File: config.mk
export PLATFORM = sky130hd
export DESIGN_NAME = mac_addr_front
export DESIGN_NICKNAME = d
export VERILOG_FILES = /design/src/rtl/mac_addr_pkg.sv /design/src/rtl/mac_phase_ctrl.sv /design/src/rtl/mac_addr_regs.sv /design/src/rtl/mac_read_out.sv /design/src/rtl/mac_addr_front.sv
export SDC_FILE = /design/constraint.sdc
export NUM_CORES = 1
export LEC_CHECK = 0
export ABC_AREA = 1
export CORE_MARGIN = 10
export CORE_UTILIZATION = 40
export CTS_CLUSTER_SIZE = 24
export DETAILED_ROUTE_END_ITERATION = 7
export DONT_BUFFER_PORTS = 1
export MAX_ROUTING_LAYER = met4
export PLACE_DENSITY = 0.67
export SLEW_MARGIN = 20
export SYNTH_ARGS = -nofsm -noshare
export SYNTH_HDL_FRONTEND = slang
export SYNTH_SLANG_ARGS = --single-unit
File: constraint.sdc
create_clock -name clk -period 1.2 [get_ports clk]
set_input_delay 0.24 -clock clk [delete_from_list [all_inputs] [get_ports clk]]
set_output_delay 0.24 -clock clk [all_outputs]
set_load 0.1 [all_outputs]
File: src/rtl/mac_addr_pkg.sv
package mac_addr_pkg;

  typedef enum logic [1:0] {
    PH_NONE = 2'd0,
    PH_ONE  = 2'd1,
    PH_TWO  = 2'd2
  } phase_e;

  // behavioural array content: byte-swapped low field mixed with high field
  function automatic logic [15:0] array_word(input logic [15:0] lo,
                                             input logic [15:0] hi_ext);
    return {lo[7:0], lo[15:8]} ^ hi_ext;
  endfunction

endpackage

File: src/rtl/mac_phase_ctrl.sv
module mac_phase_ctrl
  import mac_addr_pkg::*;
(
  input  logic clk,
  input  logic rst_n,
  input  logic ce_n,
  input  logic adv_n,
  input  logic oe_n,
  output logic cap_hi,
  output logic cap_lo,
  output logic seq_err,
  output logic lo_seen
);

  logic   adv_q;
  phase_e phase_q, phase_d;
  logic   lo_q, lo_d;
  logic   rise;

  assign rise    = ~adv_q & adv_n & ~ce_n;
  assign lo_seen = lo_q;

  always_comb begin
    phase_d = phase_q;
    lo_d    = lo_q;
    cap_hi  = 1'b0;
    cap_lo  = 1'b0;
    seq_err = 1'b0;
    if (ce_n) begin
      phase_d = PH_NONE;
      lo_d    = 1'b0;
    end else if (rise) begin
      if (phase_q == PH_TWO) begin
        seq_err = 1'b1;
      end else if (!oe_n) begin
        if (lo_q) begin
          seq_err = 1'b1;
        end else begin
          cap_hi  = 1'b1;
          phase_d = (phase_q == PH_NONE) ? PH_ONE : PH_TWO;
        end
      end else begin
        cap_lo  = 1'b1;
        lo_d    = 1'b1;
        phase_d = (phase_q == PH_NONE) ? PH_ONE : PH_TWO;
      end
    end
  end

  always_ff @(posedge clk or negedge rst_n) begin
    if (!rst_n) begin
      adv_q   <= 1'b1;
      phase_q <= PH_NONE;
      lo_q    <= 1'b0;
    end else begin
      adv_q   <= adv_n;
      phase_q <= phase_d;
      lo_q    <= lo_d;
    end
  end

endmodule

File: src/rtl/mac_addr_regs.sv
module mac_addr_regs #(
  parameter int HI_W = 8
) (
  input  logic            clk,
  input  logic            rst_n,
  input  logic            cap_hi,
  input  logic            cap_lo,
  input  logic [15:0]     ad_in,
  output logic [HI_W-1:0] hi_q,
  output logic [15:0]     lo_q
);

  always_ff @(posedge clk or negedge rst_n) begin
    if (!rst_n) begin
      hi_q <= '0;
    end else if (cap_hi) begin
      hi_q <= ad_in[HI_W-1:0];
    end
  end

  always_ff @(posedge clk or negedge rst_n) begin
    if (!rst_n) begin
      lo_q <= '0;
    end else if (cap_lo) begin
      lo_q <= ad_in;
    end
  end

endmodule

File: src/rtl/mac_read_out.sv
module mac_read_out
  import mac_addr_pkg::*;
#(
  parameter int HI_W  = 8,
  parameter int LAT_W = 4
) (
  input  logic             clk,
  input  logic             rst_n,
  input  logic             ce_n,
  input  logic             oe_n,
  input  logic             cap_lo,
  input  logic             lo_seen,
  input  logic             cfg_async,
  input  logic [LAT_W-1:0] lat_cycles,
  input  logic [HI_W-1:0]  hi_q,
  input  logic [15:0]      lo_q,
  output logic [15:0]      dq_out,
  output logic             dq_oe,
  output logic             wait_out,
  output logic             wait_oe
);

  logic             drive_q, drive_d;
  logic [LAT_W-1:0] lat_q, lat_d;
  logic [15:0]      hi_ext;

  always_comb begin
    hi_ext             = '0;
    hi_ext[HI_W-1:0]   = hi_q;
  end

  always_comb begin
    drive_d = ~ce_n & lo_seen & ~oe_n;
    lat_d   = lat_q;
    if (cap_lo) begin
      lat_d = lat_cycles;
    end else if (lat_q != '0) begin
      lat_d = lat_q - 1'b1;
    end
  end

  always_ff @(posedge clk or negedge rst_n) begin
    if (!rst_n) begin
      drive_q <= 1'b0;
      lat_q   <= '0;
    end else begin
      drive_q <= drive_d;
      lat_q   <= lat_d;
    end
  end

  assign dq_oe    = drive_q;
  assign wait_oe  = drive_q;
  assign dq_out   = drive_q ? array_word(lo_q, hi_ext) : 16'h0000;
  assign wait_out = drive_q & (cfg_async | (lat_q == '0));

endmodule

File: src/rtl/mac_addr_front.sv
module mac_addr_front #(
  parameter int ADDR_W = 24,
  parameter int LAT_W  = 4
) (
  input  logic              clk,
  input  logic              rst_n,
  input  logic              ce_n,
  input  logic              adv_n,
  input  logic              oe_n,
  input  logic [15:0]       ad_in,
  input  logic              cfg_async,
  input  logic [LAT_W-1:0]  lat_cycles,
  output logic [ADDR_W-1:0] full_addr,
  output logic              sense_start,
  output logic              proto_err,
  output logic [15:0]       dq_out,
  output logic              dq_oe,
  output logic              wait_out,
  output logic              wait_oe
);

  localparam int HI_W = ADDR_W - 16;

  logic            cap_hi, cap_lo, seq_err, lo_seen;
  logic [HI_W-1:0] hi_q;
  logic [15:0]     lo_q;
  logic            sense_q, err_q;

  mac_phase_ctrl u_ctrl (
    .clk     (clk),
    .rst_n   (rst_n),
    .ce_n    (ce_n),
    .adv_n   (adv_n),
    .oe_n    (oe_n),
    .cap_hi  (cap_hi),
    .cap_lo  (cap_lo),
    .seq_err (seq_err),
    .lo_seen (lo_seen)
  );

  mac_addr_regs #(.HI_W(HI_W)) u_regs (
    .clk    (clk),
    .rst_n  (rst_n),
    .cap_hi (cap_hi),
    .cap_lo (cap_lo),
    .ad_in  (ad_in),
    .hi_q   (hi_q),
    .lo_q   (lo_q)
  );

  mac_read_out #(.HI_W(HI_W), .LAT_W(LAT_W)) u_rd (
    .clk        (clk),
    .rst_n      (rst_n),
    .ce_n       (ce_n),
    .oe_n       (oe_n),
    .cap_lo     (cap_lo),
    .lo_seen    (lo_seen),
    .cfg_async  (cfg_async),
    .lat_cycles (lat_cycles),
    .hi_q       (hi_q),
    .lo_q       (lo_q),
    .dq_out     (dq_out),
    .dq_oe      (dq_oe),
    .wait_out   (wait_out),
    .wait_oe    (wait_oe)
  );

  always_ff @(posedge clk or negedge rst_n) begin
    if (!rst_n) begin
      sense_q <= 1'b0;
      err_q   <= 1'b0;
    end else begin
      sense_q <= cap_lo;
      err_q   <= seq_err;
    end
  end

  assign full_addr   = {hi_q, lo_q};
  assign sense_start = sense_q;
  assign proto_err   = err_q;

endmodule

* Word-level counts from Yosys, hierarchy flattened *
Index checks and enable logic that the tools add are counted.
Widths: inputs -> output; s select.

operators by class
  shift-type cells = 0
  equal/unequal tests = 3
  order comparisons = 0
  $mul = 0
  $add $sub $neg = 1
  bitwise logic cells = 10
  reductions and logical operators = 8
  div/mod/pow operators = 0
  mux-type cells = 27

operators with widths
  kind                 count
  $mux 1               18
  $mux 16              1
  $xor 16x8->16        1
  $mux 2               6
  $mux 4               2
  $reduce_and 3->1     2
  $reduce_bool 2->1    3
  $and 1x1->1          5
  $logic_not 4->1      1
  $reduce_bool 4->1    1
  $sub 4x1->4 const B  1
  $ne 3x3->1 const B   1
  $not 1->1            3
  $eq 2x2->1 const B   1
  $logic_not 2->1      1
  $ne 2x2->1 const B   1
  $or 1x1->1           1

storage, ports and cells
  output and inout port bits = 45
  ROM bits = 0
  bits in latches = 0
  memories = 0
  register bits = 35
  memory bits (writable) = 0

* Depth between registers and ports, before layout *
  word-level depth = 7
  gate-level depth with buffers = 9

* Modules after synthesis *
A second synthesis with hierarchy kept.

unflattened totals
  cells, all modules = 214
  area, all modules = 1705.4 µm²

by module, submodules not included
  module          seq. area each (µm²)  area an instance (µm²)  instances  cells an instance
  mac_addr_regs   600.6                 943.4                   1          102
  mac_read_out    125.1                 457.9                   1          74
  mac_phase_ctrl  101.3                 254.0                   1          36
  mac_addr_front  50.0                  50.0                    1          2

* Worst setup path after synthesis *
Ideal clock, no wire load.

  path kind = reg2out
  start = register u_rd.drive_q, in the netlist u_rd.dq_oe
  end = output dq_out[7]
  arrival time = 2.906 ns
  path slack = -1.946 ns
  required time = 0.960 ns
  stages on the path, launching flop included = 4
  path through = dfrtp_1 -> buf_2 -> o21ai_0 -> a21oi_1

between the ends
  word-level cells in the longest chain between the ends = 1

RTL lines
  item                    line                  text
  from (decl)             mac_read_out.sv:23    logic drive_q, drive_d;
  from (signal assigned)  mac_read_out.sv:47    drive_q <= drive_d;
  $mux 16                 mac_read_out.sv:54    assign dq_out = drive_q ? array_word(lo_q, hi_ext) : 16'h0000;
  to (decl)               mac_addr_front.sv:16  output logic [15:0] dq_out,

Every way passes these cells.

* Worst setup path after layout *
Ends and elaborated chain as after synthesis.

==> results.md <==
- Registers are responsible for 27.1% of the overall power.
- The antenna cell count is 0.
- The total power divided by cell area is 1770 nW/um^2.
- The number of max-slew violations in the final report is 0.
- The xor and xnor fraction of the mapped netlist area is 0%.
- The total track usage is 16.0%.
- The number of antenna violations at the first check in global routing is 0.
- The sequential element share of the synthesized area is 49.4%.
- The total instance count after detailed placement is 322.
- The first-pass GRT wire length is 9250 microns.
- The part of the total power dissipated in combinational logic is 56.7%.
- Ranked by total cell area, the synthesized netlist is headed by sky130_fd_sc_hd__dfrtp_1 48%, sky130_fd_sc_hd__nand2_1 15%, sky130_fd_sc_hd__o21ai_2 8.4%.
- The growth of design area from synthesis to finish is 112%.
- Along the worst hold path, the cell count comes to 2.
- For this configuration, the core starts out at a cell density of 41.0%.
- The adder-cell share of the synthesized area is 0.705%.
- The H-tree generated during clock tree synthesis spans 2 levels.
- In this run, the number of DRC markers left after iteration 0 of detailed routing was 50.
- For this run, asynchronously set or reset flops after synthesis account for 100%.
- In this design, the stage delay of the slowest critical-path cell is 0.51 ns.
- Together, buffers and inverters on the worst path number 2.
- Summing the areas of all compound-gate instances in the mapped netlist gives 13.6% of the synthesized area.
- The area of the core region is 4320 sq um.
- After floorplanning, the core was divided into 24 placement rows.
- The commonest cells after synthesis are 71 x sky130_fd_sc_hd__nand2_1, 34 x sky130_fd_sc_hd__dfrtp_1, 30 x sky130_fd_sc_hd__inv_1.
- The mean instance size in the synthesized netlist is 8.61 sq um.
- The largest voltage drop on the vdd net is 0.00107 V.
- The net switching power is 3.05 mW.
- The first-pass iteration count of the detailed router is 4.
- The shortest period the worst path allows is 1.63 ns.
- Counting flops and latches in the post-synthesis netlist gives 35.
- The largest fanout on the critical path is 8.
- Summing over every cut layer, the via total after detailed routing is 1768.
- The number of setup violations in the final report is 59.
- The largest clock skew in the final design is 0.00629 ns.
- In this run, synthesis inferred 0 flip-flops with an integrated enable.
- The detail route stage leaves a number of antenna-violating nets equal to 0.
- The via count of the first global-routing pass was 1816.
- The setup slack after layout is -0.435 ns.
- Cells with a size suffix above 1 make up 73.7% of the layout.
- On the critical path the largest part of the delay comes from flip-flops.
- STA puts the critical path data arrival time at 1.39 ns.
- For this design, the sink count on the clock tree is 35.
- The basic-gate share of the synthesized area counting and, or, nand and nor cells is 25.6%.
- The worst path required time is 0.96 ns.
- The full die area is 7500 sq um.
- Traced cell by cell, the critical path runs through buf_12 -> o21ai_4 -> a21oi_4 -> buf_12.
- The final layout contains 330 nets.
- The worst-margin pin slew is 0.229 ns.
- The checks that failed: setup timing.
- From left edge to right edge, the die measures 86.6 microns.
- The largest area contributor in the synthesized netlist is sky130_fd_sc_hd__dfrtp_1.
- Entering global routing, the biggest net connects 36 pins.
- The clock input transition at the sequential cells of the worst setup and hold paths is 0.07 ns.
- The dominant cell by count in the synthesized netlist is sky130_fd_sc_hd__nand2_1.
- The count of placed standard cells in the final layout, fillers left out is 356.
- The number of endpoints with negative hold slack in the final report is 0.
- The area of the mapped netlist is 1770 sq um.
- The run finished, with violations left.
- The number of nets in the synthesized netlist is 233.
- The layout has 197 filler cells.
- Among all flip-flop cells after synthesis, the most frequent one is sky130_fd_sc_hd__dfrtp_1.
- TritonCTS built the clock tree.
- The worst-skew pair later-pin latency is 0.28 ns.
- The congestion estimate from routability-driven global placement came to 0.841.
- The type of the most critical hold path is input pin to flop.
- Setup repair after global routing could not meet its margin everywhere.
- The critical path runs through a total of 4 cells.
- The design internal power is 3.63 mW.
- After detailed routing, the number of vias per cell comes to 4.97.
- The HPWL after detailed placement is 3900 microns.
- For this run the aggregate overflow at the end of global routing stands at 0.
- The slowest stage of the critical path is the sky130_fd_sc_hd__dfrtp_4 cell.
- The count of cell types in the netlist is 23.
- The dominant combinational cell family by area after synthesis is simple AND/OR/NAND/NOR gates.
- The worst setup path is launched from a flop.
- The number of clock buffers inserted by TritonCTS is 5.
- The critical path endpoint category is an output port.
- Dividing the detail-routed wire length by the instance count gives 19.4 microns.
- For this run, design rule violations remaining after detail routing come to 0.
- The mux share of post-synthesis cell area is 0%.
- In this run the clock root is driven by a sky130_fd_sc_hd__clkbuf_8.
- The wire length after detailed routing is 6920 microns.
- The switching share of power is 45.6%.
- The part of the total power dissipated in the clock network is 16.2%.
- For this run, the top clock speed supported by timing is 0.612 GHz.
- The number of input and output port buffers inserted is 0.
- The setup path with the least slack is of type flop to output port.
- The top-level I/O count is 71.
- The worst max-slew margin expressed relative to the limit is 84.8%.
- Synthesis handed over a netlist of 206 instances.
- In this run the biggest area consumer among cell types represents 48.0% of the synthesized area.
- The worst reg2reg path depth is 10.
- During synthesis, Yosys emitted a total of 0 warnings.
- Across the run, the number of max-cap violations was 0.
- The total power of the final layout is 6.68 mW.
- Among the stages of the critical path, the cell type that occurs most often is sky130_fd_sc_hd__buf_12.
- The die height is 86.6 microns.
- The final worst-path cycle share is 136%.
- The total leakage power is 1.73 nW.
- No sink is reached through more buffers than the 2 on the longest clock path.
[final timing paths]
check	from	endpoint	slack, ns
max in group asynchronous	rst_n	u_ctrl.adv_q$_DFF_PN1_	0.49
min in group asynchronous	rst_n	u_ctrl.phase_q[1]$_DFFE_PN0P_	0.46
min reg2reg	u_ctrl.phase_q[1]$_DFFE_PN0P_	u_ctrl.phase_q[1]$_DFFE_PN0P_	0.58
min	lat_cycles[2]	u_rd.lat_q[2]$_DFFE_PN0P_	0.07
max	u_rd.dq_oe$_DFF_PN0_	dq_out[7]	-0.43
max reg2reg	u_rd.lat_q[0]$_DFFE_PN0P_	u_rd.lat_q[3]$_DFFE_PN0P_	-0.17
[layout make-up]
type                       count  area [sq um]  area share, %
sequential                    35           948           25.2
tap                           52          65.1           1.73
multi-input combinational    132          1060           28.2
clock buffer                   6          82.6           2.19
inverter                      32           150           3.99
timing repair buffer          97          1420           37.7
clock inverter                 2          35.0          0.931
[sequential cells by signal, summed over array words and instances (netlist names)]
signal	cells
u_ctrl.adv_q	1
u_ctrl.phase_q	2
proto_err	1
sense_start	1
u_regs.hi_q	8
u_regs.lo_q	16
u_rd.lat_q	4
u_rd.dq_oe	1
u_ctrl.lo_seen	1
[per-layer routing]
layer | part of all wire [%] | GRT usage, %
met1 | 35 | 15.9
met2 | 59 | 29.7
met3 | 4.8 | 4.60
met4 | 1.1 | 3.98
met5 | 0 | -
[kinds of logic (layout without fill, tap and decap cells)]
kind of cell             after synthesis  count (layout)
buffers and inverters                 39             137
AND/OR/NAND/NOR                       96              96
flip-flops                            35              35
AO/OA/AOI/OAI                         35              35
adder cells (fa/ha/maj)                1               1
[layout by cell type (no fill, tap or decap), drive strengths merged]
cell / Yosys / layout
bufinv: 0 / 1
nor2: 11 / 11
dlygate4sd3: 0 / 3
dfstp: 1 / 1
clkinv: 0 / 1
o21a: 1 / 1
clkinvlp: 0 / 8
buf: 7 / 92
ha: 1 / 1
a21oi: 9 / 9
dfrtp: 34 / 34
nand4: 3 / 3
inv: 32 / 24
nand2: 74 / 74
nand3: 8 / 8
o21ai: 25 / 25
clkbuf: 0 / 8
[worst register-to-register path: cells and delay by family (launching register included)]
kind,cells,cell delay [ns]
buffers and inverters,4,0.41
DFF,1,0.37
and+or+nand+nor,5,0.35
adders and majority gates,1,0.17
[power by group through the flow]
stage | clock, mW | combinational, mW | sequential, mW
after CTS | 1.10 | 3.52 | 1.75
after global placement | 0 | 2.82 | 1.67
after detailed placement | 0 | 2.86 | 1.69
after global routing | 1.16 | 3.97 | 1.84
final | 1.08 | 3.78 | 1.81
after floorplan | 0 | 0.713 | 3.04
[repair_timing]
item,CTS,global route
setup endpoints to repair,40,58
gates resized for setup,118,50
buffers inserted,19,7
hold buffers,3,1
pin swaps,17,14
cloned,0,2
endpoints found under the hold margin,36,2
[per-stage QoR]
stage / setup WS [ns] / hold WS (ns) / cell area [sq um] / setup TNS (ns) / util [%]
final: -0.435 / 0.0682 / 3760 / -9.56 / 87.1
after global routing: -0.468 / 0.0769 / 3760 / -11.88 / 87.1
after CTS: -0.436 / 0.00507 / 3480 / -8.54 / 80.6
after detailed placement: -0.202 / -0.0548 / 2790 / -1.76 / 64.4
after global placement: -0.129 / -0.0546 / 2790 / -1.29 / 64.4
after floorplan: -0.468 / -0.0556 / 1990 / -7.10 / -
No activity file was read; power rests on OpenSTA's default activity.
